==> src/rtl/pas_pkg.sv <==
package pas_pkg;

    localparam int unsigned DEF_MODS  = 4;
    localparam int unsigned DEF_WIDTH = 16;

    // What a disagreement asks the selector to do
    typedef enum logic [1:0] {
        RC_HOLD    = 2'd0,
        RC_REPL_A  = 2'd1,
        RC_REPL_B  = 2'd2,
        RC_REPL_AB = 2'd3
    } rc_kind_e;

    // Compare result together with the health of both active members
    typedef struct packed {
        logic differ;
        logic bad_a;
        logic bad_b;
    } cmp_view_t;

    function automatic rc_kind_e rc_classify(cmp_view_t v);
        rc_kind_e k;
        if (!v.differ)               k = RC_HOLD;
        else if (v.bad_a && v.bad_b) k = RC_REPL_AB;
        else if (v.bad_a)            k = RC_REPL_A;
        else if (v.bad_b)            k = RC_REPL_B;
        else                         k = RC_HOLD;
        return k;
    endfunction

    // Number of healthy candidates a decision consumes
    function automatic int unsigned rc_need(rc_kind_e k);
        int unsigned n;
        case (k)
            RC_REPL_AB:           n = 2;
            RC_REPL_A, RC_REPL_B: n = 1;
            default:              n = 0;
        endcase
        return n;
    endfunction

endpackage

==> src/rtl/pas_pair_cmp.sv <==
module pas_pair_cmp #(
    parameter int unsigned N_MOD  = pas_pkg::DEF_MODS,
    parameter int unsigned DATA_W = pas_pkg::DEF_WIDTH,
    localparam int unsigned IDX_W = (N_MOD > 1) ? $clog2(N_MOD) : 1
) (
    input  logic [N_MOD-1:0][DATA_W-1:0] mod_data,
    input  logic [IDX_W-1:0]             sel_a,
    input  logic [IDX_W-1:0]             sel_b,
    output logic [DATA_W-1:0]            data_a,
    output logic                         differ
);
    logic [DATA_W-1:0] data_b;
    logic [DATA_W-1:0] bit_diff;

    assign data_a = mod_data[sel_a];
    assign data_b = mod_data[sel_b];

    // Bitwise exclusive-or, then reduce
    assign bit_diff = data_a ^ data_b;
    assign differ   = |bit_diff;

endmodule

==> src/rtl/pas_spare_pick.sv <==
module pas_spare_pick #(
    parameter int unsigned N_MOD = pas_pkg::DEF_MODS,
    localparam int unsigned IDX_W = (N_MOD > 1) ? $clog2(N_MOD) : 1
) (
    input  logic [N_MOD-1:0] avail,
    output logic             hit1,
    output logic [IDX_W-1:0] idx1,
    output logic             hit2,
    output logic [IDX_W-1:0] idx2
);
    // Fixed priority: lowest index first, then the next one
    always_comb begin
        hit1 = 1'b0;
        hit2 = 1'b0;
        idx1 = '0;
        idx2 = '0;
        for (int i = 0; i < int'(N_MOD); i++) begin
            if (avail[i]) begin
                if (!hit1) begin
                    hit1 = 1'b1;
                    idx1 = IDX_W'(i);
                end else if (!hit2) begin
                    hit2 = 1'b1;
                    idx2 = IDX_W'(i);
                end
            end
        end
    end

endmodule

==> src/rtl/pas_sel_ctrl.sv <==
module pas_sel_ctrl
    import pas_pkg::*;
#(
    parameter int unsigned N_MOD = pas_pkg::DEF_MODS,
    localparam int unsigned IDX_W = (N_MOD > 1) ? $clog2(N_MOD) : 1
) (
    input  logic             clk,
    input  logic             rst,
    input  logic             differ,
    input  logic [N_MOD-1:0] mod_err,
    output logic [IDX_W-1:0] sel_a,
    output logic [IDX_W-1:0] sel_b,
    output logic             exhausted
);
    logic [N_MOD-1:0] excl_q, excl_nx;
    logic [N_MOD-1:0] avail;
    logic [IDX_W-1:0] sel_a_nx, sel_b_nx;
    logic             exh_set;
    logic             hit1, hit2;
    logic [IDX_W-1:0] idx1, idx2;
    cmp_view_t        view;
    rc_kind_e         kind;

    // Error records include reports arriving at this very edge
    assign excl_nx = excl_q | mod_err;

    always_comb begin
        avail        = ~excl_nx;
        avail[sel_a] = 1'b0;
        avail[sel_b] = 1'b0;
    end

    pas_spare_pick #(.N_MOD(N_MOD)) u_pick (
        .avail (avail),
        .hit1  (hit1),
        .idx1  (idx1),
        .hit2  (hit2),
        .idx2  (idx2)
    );

    assign view.differ = differ;
    assign view.bad_a  = excl_nx[sel_a];
    assign view.bad_b  = excl_nx[sel_b];
    assign kind        = rc_classify(view);

    always_comb begin
        sel_a_nx = sel_a;
        sel_b_nx = sel_b;
        exh_set  = 1'b0;
        case (kind)
            RC_REPL_A: begin
                if (hit1) sel_a_nx = idx1;
                else      exh_set  = 1'b1;
            end
            RC_REPL_B: begin
                if (hit1) sel_b_nx = idx1;
                else      exh_set  = 1'b1;
            end
            RC_REPL_AB: begin
                if (hit2) begin
                    sel_a_nx = idx1;
                    sel_b_nx = idx2;
                end else begin
                    exh_set = 1'b1;
                end
            end
            default: ;
        endcase
    end

    always_ff @(posedge clk) begin
        if (rst) begin
            sel_a     <= '0;
            sel_b     <= IDX_W'(1);
            excl_q    <= '0;
            exhausted <= 1'b0;
        end else begin
            sel_a     <= sel_a_nx;
            sel_b     <= sel_b_nx;
            excl_q    <= excl_nx;
            exhausted <= exhausted | exh_set;
        end
    end

endmodule

==> src/rtl/pas_switch.sv <==
module pas_switch #(
    parameter int unsigned N_MOD  = pas_pkg::DEF_MODS,
    parameter int unsigned DATA_W = pas_pkg::DEF_WIDTH,
    localparam int unsigned IDX_W = (N_MOD > 1) ? $clog2(N_MOD) : 1
) (
    input  logic                         clk,
    input  logic                         rst,
    input  logic [N_MOD-1:0][DATA_W-1:0] mod_data,
    input  logic [N_MOD-1:0]             mod_err,
    output logic [DATA_W-1:0]            out_data,
    output logic                         out_valid,
    output logic                         mismatch,
    output logic [IDX_W-1:0]             act_a,
    output logic [IDX_W-1:0]             act_b,
    output logic                         exhausted
);
    logic [DATA_W-1:0] pair_data;
    logic              pair_differ;

    pas_pair_cmp #(.N_MOD(N_MOD), .DATA_W(DATA_W)) u_cmp (
        .mod_data (mod_data),
        .sel_a    (act_a),
        .sel_b    (act_b),
        .data_a   (pair_data),
        .differ   (pair_differ)
    );

    pas_sel_ctrl #(.N_MOD(N_MOD)) u_ctrl (
        .clk       (clk),
        .rst       (rst),
        .differ    (pair_differ),
        .mod_err   (mod_err),
        .sel_a     (act_a),
        .sel_b     (act_b),
        .exhausted (exhausted)
    );

    always_ff @(posedge clk) begin
        if (rst) begin
            out_data  <= '0;
            out_valid <= 1'b0;
            mismatch  <= 1'b0;
        end else begin
            out_data  <= pair_data;
            out_valid <= ~pair_differ;
            mismatch  <= pair_differ;
        end
    end

endmodule

==> config.mk <==
export PLATFORM = sky130hd
export DESIGN_NAME = pas_switch
export DESIGN_NICKNAME = d
export VERILOG_FILES = /design/src/rtl/pas_pkg.sv /design/src/rtl/pas_pair_cmp.sv /design/src/rtl/pas_spare_pick.sv /design/src/rtl/pas_sel_ctrl.sv /design/src/rtl/pas_switch.sv
export SDC_FILE = /design/constraint.sdc
export NUM_CORES = 1
export LEC_CHECK = 0
export ABC_CLOCK_PERIOD_IN_PS = 7260
export CORE_ASPECT_RATIO = 0.7
export CORE_MARGIN = 2
export CORE_UTILIZATION = 40
export DETAILED_ROUTE_END_ITERATION = 8
export HOLD_SLACK_MARGIN = 0.03
export PLACE_DENSITY = 0.82
export SYNTH_ARGS = -nofsm -noshare
export SYNTH_HDL_FRONTEND = slang
export SYNTH_SLANG_ARGS = --single-unit
export TNS_END_PERCENT = 30
==> constraint.sdc <==
create_clock -name clk -period 7.26 [get_ports clk]
set_input_delay 0.726 -clock clk [delete_from_list [all_inputs] [get_ports clk]]
set_output_delay 0.726 -clock clk [all_outputs]
set_load 0.01 [all_outputs]
==> results of run 1 <==
worst max path at each step:
| stage | startpoint | endpoint | slack (ns) | cells after the start |
|---|---|---|---|---|
| after CTS | u_ctrl.sel_b[0] | u_ctrl.exhausted | 3.93 | 10 |
| after floorplan | u_ctrl.sel_b[0] | u_ctrl.exhausted | 4.50 | 11 |
| after global routing | u_ctrl.sel_b[0] | u_ctrl.exhausted | 3.67 | 10 |
| after detailed placement | mod_data[53] | u_ctrl.exhausted | 3.81 | 10 |
| final | u_ctrl.sel_a[1] | u_ctrl.exhausted | 3.93 | 9 |
| after global placement | mod_data[54] | u_ctrl.exhausted | 3.79 | 10 |
cell usage in the layout, fill, tap and decap left out, types with 2 or more instances in the layout:
cell,Yosys,final
dfxtp_1,27,27
a21oi_1,7,7
inv_1,11,11
nor3_1,2,2
clkdlybuf4s50_1,0,92
mux2i_1,4,4
inv_2,2,2
a31oi_1,2,2
mux4_2,33,33
o211ai_1,2,2
a21o_1,2,2
xor2_1,17,17
nand3_1,2,2
ha_1,7,7
nor2b_1,18,18
clkbuf_8,0,3
nor4_2,4,4
o21ai_0,5,5
nor2_1,14,14
nand2_1,2,2
buf_4,0,2
and2_1,4,4
nand2b_1,2,2
a221oi_1,2,2
final cells by class:
class,count,share of cell area
multi-input combinational,145,0.4859
clock buffer,4,0.01395
inverter,13,0.01511
tap,72,0.02790
sequential,27,0.1674
timing repair buffer,94,0.2898
stage by stage:
stage	hold WS [ns]	cells	util	setup WS, ns
global route	0.4866	355	0.6079	3.671
CTS	0.4752	355	0.6079	3.926
finish	0.4721	355	0.6079	3.933
global placement	0.4644	351	0.5994	3.795
detailed placement	0.4625	351	0.5994	3.810
floorplan	0.4372	197	-	4.504
power by group through the flow:
stage	registers (mW)	logic, mW	clock network [mW]
after floorplan	0.233	0.545	0
after global placement	0.253	0.713	0
after detailed placement	0.254	0.726	0
after CTS	0.250	0.730	0.0880
after global routing	0.256	0.790	0.0922
final	0.250	0.723	0.0833
sequential cells by signal, indices dropped and copies added, names as in the netlist:
| register | cells |
|---|---|
| out_valid | 1 |
| mismatch | 1 |
| out_data | 16 |
| u_ctrl.excl_q | 4 |
| u_ctrl.sel_a | 2 |
| u_ctrl.exhausted | 1 |
| u_ctrl.sel_b | 2 |
metal layers:
layer	share of wire	wire length, um
met1	0.43	2466
met2	0.49	2801
met3	0.069	391
met4	0.0054	31
met5	0	0
worst max-delay path: cells and delay by family, from the launching register on:
| kind | cells | cell delay, ns |
|---|---|---|
| DFF | 1 | 1.06 |
| adders and majority gates | 1 | 0.30 |
| AOI/OAI and AO/OA | 2 | 0.20 |
| xor gates and xnor gates | 1 | 0.19 |
| and+or+nand+nor | 4 | 1.05 |
| muxes | 1 | 0.44 |
logic make-up (layout without fill, tap and decap cells):
kind of cell | count (synthesis) | in the layout | synth area share
AND/OR/NAND/NOR | 54 | 54 | 0.1489
multiplexers | 37 | 37 | 0.3517
AO/OA/AOI/OAI | 30 | 30 | 0.09775
flip-flops | 27 | 27 | 0.2427
buffers and inverters | 25 | 111 | 0.05281
XOR/XNOR | 17 | 17 | 0.06685
adder cells (fa/ha/maj) | 7 | 7 | 0.03932
==> results.py, run 1 <==
metrics = {
    "critical_path": {
        "r2r_start": "u_ctrl.sel_a[1]",
        "required_ns": 7.45,
        "r2r-end": "u_ctrl.exhausted",
        "cpPeakStageDelay_ns": 1.06,
        "r2r_slack_ns": 3.93,
        "arrival_ns": 3.51,
        "cp_slowest_cell": "dfxtp_1",
        "start_kind": "flop",
        "reg2regPathDepth": 9,
        "path_max_fanout": 22,
        "cp-end-kind": "flop",
        "cp_cell_sequence": "mux4_2, xor2_1, nor4_2, nand4_2, and2_1, ha_1, nor2_1, o21bai_1, a21oi_1",
        "critPathKind": "flop to flop",
    },
    "clock_tree": {
        "clkSlewWorstSetupHoldPaths_ns": 0.09,
        "cts_inserted_buffers": 3,
        "cts.sinks": 27,
        "cts_tree": "done",
        "cts_setup_buffers": 0,
        "cts_hold_buf": 0,
        "worst_skew_pair.late_latency_ns": 0.27,
        "cts_resized": 0,
        "clock-root-buffer": "clkbuf_8",
        "cts_max_level": 1,
        "cts_buffer_depth": 2,
    },
    "power_and_ir_drop": {
        "leakage_nw": 1.218,
        "comb_power_share": 0.685,
        "switching_share": 0.4044,
        "p_clk_frac": 0.079,
        "total_power_mw": 1.056,
        "worst_ir_drop_vdd_mv": 0.1641,
        "intPower_mw": 0.6287,
        "p_per_area_nw_per_um2": 326.9,
        "power_frac_seq": 0.237,
        "power_switching_mw": 0.4269,
    },
    "timing": {
        "fmax_mhz": 300.5,
        "fin_skew_ns": 0.006853,
        "min_period_over_period": 0.4583,
        "finalHoldViolCount": 0,
        "period_needed_ns": 3.327,
        "rsz0062_at_grt": "false",
        "setup-tns-final_ns": 0,
        "finalMaxSlewViolations": 0,
        "relSlewSlack": 0.2661,
        "finalSetupViolCount": 0,
        "tightest_slew_ns": 1.097,
    },
    "grt": {
        "met2_usage": 0.3297,
        "use_met3": 0.04333,
        "use_met1": 0.2597,
        "grt_pass1_vias": 1887,
        "busiest_layer": "met2",
        "grt_max_degree": 32,
        "grt-ovfl-total": 0,
        "track_usage": 0.1931,
        "grt_pass1_wl_mm": 9.163,
        "grt_antenna_before_repair": 0,
    },
    "cells_and_area": {
        "fin_area_um2": 3229,
        "fill_cells": 438,
        "areaGrowthSynthToFinish_pct": 45.00,
        "multi_input_area_um2": 1569,
        "diodes": 0,
        "regArea_um2": 540.5,
        "final_layout_size_suffix_gt1_frac": 0.1731,
        "finalNetCount": 361,
    },
    "place": {
        "placed_cell_area_um2": 3184,
        "dp_hpwl_mm": 4.515,
        "io_buffers": 92,
        "gp_congestion": 0.8075,
    },
    "drt": {
        "wl_mm": 5.690,
        "drt_pass1_iterations": 4,
        "wire_per_inst_um": 16.03,
        "drt_iter0_markers": 84,
        "drc": 0,
        "antenna_left": 0,
        "num_vias": 1914,
        "via_per_inst": 5.392,
    },
    "status": {
        "status": "finished, final reports clean",
    },
    "floorplanning": {
        "die_area_um2": 6190,
        "initial_utilization": 0.4192,
        "ios": 93,
        "fp-row-count": 22,
        "die_w_um": 93.19,
        "die_h_um": 66.43,
        "core_um2": 5313,
    },
    "flow_run": {
        "cap_violations": 0,
    },
    "synth": {
        "ys_types": 41,
        "syn_inst": 197,
        "synthArstFlopShare": 0,
        "synthFlopType": "dfxtp_1",
        "yosysWarnings": 0,
        "yosys-top-cells-count": "mux4_2, dfxtp_1, nor2b_1, xor2_1, nor2_1",
        "synth_top_area_share": 0.3337,
        "synth-seq-cells": 27,
        "synth.most_common_cell": "mux4_2",
        "synth.avg_cell_area_um2": 11.31,
        "seq_area_frac_synth": 0.2427,
        "synth_top_cell_by_area": "mux4_2",
        "synth-edff-count": 0,
        "synth_nets": 274,
        "synth_area_leaders": "mux4_2, dfxtp_1, xor2_1, nor2b_1, ha_1",
        "netlist_area_um2": 2227,
    },
    "worst_hold_path": {
        "hold_start": "u_ctrl.exhausted",
        "min_to": "u_ctrl.exhausted",
        "hold_class": "flop to flop",
        "min_path_cells": 2,
    },
}
Note: power is estimated with default switching activity, not from simulation.
==> inputs of run 2 (changes only) <==
- ABC_CLOCK_PERIOD_IN_PS: 7260 -> 3400
- clock period: 7.26 -> 3.4 ns (I/O delays scaled with it)
==> results.py, run 2 (same netlist as run 1, synthesis figures left out) <==
metrics = {
    "grt": {
        "track_usage": 0.1864,
        "grt_pass1_vias": 1896,
        "grt_pass1_wl_mm": 8.894,
        "grt-ovfl-total": 0,
        "grt_antenna_before_repair": 0,
        "grt_max_degree": 20,
    },
    "critical_path": {
        "critPathKind": "flop to flop",
        "critPathBufInv": 1,
        "cpPeakStageDelay_ns": 0.55,
        "cp_cell_sequence": "buf_4, mux4_2, xor2_1, nor4_2, nand4_2, and2_1, ha_1, nor2_1, o21bai_1, a21oi_1",
        "cp-end-kind": "flop",
        "path_max_fanout": 16,
        "reg2regPathDepth": 10,
        "crit_cells": 10,
        "required_ns": 3.61,
        "critical-path-top-delay-family": "simple AND/OR/NAND/NOR gates",
        "cp_slowest_cell": "mux4_2",
        "start_kind": "flop",
        "arrival_ns": 3.24,
    },
    "timing": {
        "finalHoldViolCount": 0,
        "setup-tns-final_ns": 0,
        "fin_skew_ns": 0.005572,
        "tightest_slew_ns": 0.7117,
        "setup_ws_ns": 0.3727,
        "period_needed_ns": 3.027,
        "rsz0062_at_grt": "false",
        "finalSetupViolCount": 0,
        "finalMaxSlewViolations": 0,
        "fmax_mhz": 330.3,
        "relSlewSlack": 0.5240,
        "min_period_over_period": 0.8904,
    },
    "power_and_ir_drop": {
        "comb_power_share": 0.718,
        "p_per_area_nw_per_um2": 704.4,
        "switching_share": 0.4019,
        "total_power_mw": 2.319,
        "leakage_nw": 1.249,
        "worst_ir_drop_vdd_mv": 0.2904,
        "intPower_mw": 1.387,
        "p_clk_frac": 0.082,
        "power_switching_mw": 0.9321,
        "power_frac_seq": 0.200,
    },
    "clock_tree": {
        "cts_setup_buffers": 0,
        "cts_resized": 0,
        "clock-root-buffer": "clkbuf_8",
        "cts_buffer_depth": 2,
        "cts_tree": "done",
        "cts_max_level": 1,
        "cts.sinks": 27,
        "worst_skew_pair.late_latency_ns": 0.27,
        "cts_hold_buf": 0,
        "clkSlewWorstSetupHoldPaths_ns": 0.10,
        "cts_inserted_buffers": 3,
    },
    "cells_and_area": {
        "diodes": 0,
        "top_register": "out_data",
        "mostFrequentLayoutCell": "clkdlybuf4s50_1",
        "finalNetCount": 366,
        "fin_area_um2": 3292,
        "reg_top3": "out_data: 16 flops, u_ctrl.excl_q: 4 flops",
        "fill_cells": 446,
        "final_cell_mix": "clkdlybuf4s50_1, mux4_2, dfxtp_1",
        "areaGrowthSynthToFinish_pct": 47.81,
        "largest_register_ffs": 16,
        "final_layout_size_suffix_gt1_frac": 0.1875,
        "fin_util": 0.6196,
    },
    "place": {
        "placed_cell_area_um2": 3247,
        "io_buffers": 92,
        "dp_hpwl_mm": 4.690,
        "place_ws_ns": 0.2858,
        "gp_congestion": 0.8313,
    },
    "drt": {
        "antenna_left": 0,
        "drc": 0,
        "wire_per_inst_um": 16.13,
        "num_vias": 1926,
        "drt_iter0_markers": 47,
        "via_per_inst": 5.350,
        "drt_pass1_iterations": 4,
        "wl_mm": 5.805,
    },
    "worst_hold_path": {
        "min_path_cells": 2,
        "hold_class": "flop to flop",
    },
    "status": {
        "status": "finished, final reports clean",
    },
    "floorplanning": {
        "die_area_um2": 6190,
        "ios": 93,
        "die_h_um": 66.43,
        "die_w_um": 93.19,
        "fp-row-count": 22,
        "core_um2": 5313,
        "initial_utilization": 0.4192,
    },
    "flow_run": {
        "cap_violations": 0,
    },
}
## run 2: changes by cell type in the layout (fill, tap and decap cells not counted)
cell    change
buf_4       +3
buf_12      +2
## run 2: through the flow
step                cells  hold WS, ns
detailed placement    356       0.4773
finish                360       0.5095
CTS                   360       0.4989
global route          360       0.5208
global placement      356       0.4671
floorplan             197       0.4372
## run 2: worst reg2reg max path: stages, from the launching register on
cell and delay (ns):
dfxtp_1 0.34, buf_4 0.31, mux4_2 0.56, xor2_1 0.16, nor4_2 0.41, nand4_2 0.29
and2_1 0.26, ha_1 0.30, nor2_1 0.10, o21bai_1 0.07, a21oi_1 0.15
## run 2: worst paths after layout
kind	from	to	slack (ns)
max	u_ctrl.sel_b[0]	u_ctrl.exhausted	0.37
min reg2reg	u_ctrl.excl_q[1]	u_ctrl.excl_q[1]	0.51
max reg2reg	u_ctrl.sel_b[0]	u_ctrl.exhausted	0.37
min	u_ctrl.excl_q[1]	u_ctrl.excl_q[1]	0.51
## run 2: per-layer routing
| metal | track usage | wire (um) | vias up |
|---|---|---|---|
| met4 | 0.03309 | 44 | 0 |
| met1 | 0.2395 | 2455 | 921 |
| met5 | 0 | 0 | - |
| met2 | 0.3179 | 2895 | 75 |
| li1 | - | - | 926 |
| met3 | 0.05473 | 410 | 4 |
## run 2: layout make-up
cell class / instances / area, um^2 / area share
inverters: 13 / 48.80 / 0.01482
clock buffers: 4 / 45.04 / 0.01368
repair buffers: 99 / 998.5 / 0.3033
flip-flops and latches: 27 / 540.5 / 0.1642
well taps: 72 / 90.09 / 0.02737
multi-input cells: 145 / 1569 / 0.4766
## run 2: power by group through the flow
stage	sequential, mW	clock, mW	combinational (mW)
6_report	0.463	0.190	1.67
3_5_place_dp	0.471	0	1.68
3_3_place_gp	0.469	0	1.65
5_1_grt	0.472	0.206	1.81
4_1_cts	0.465	0.195	1.68
2_1_floorplan	0.498	0	1.16
==> inputs of run 3 (changes only) <==
- SLEW_MARGIN: unset -> 20
==> results of run 3 <==
Final layout, timing and power as in run 2 (identical DEF).
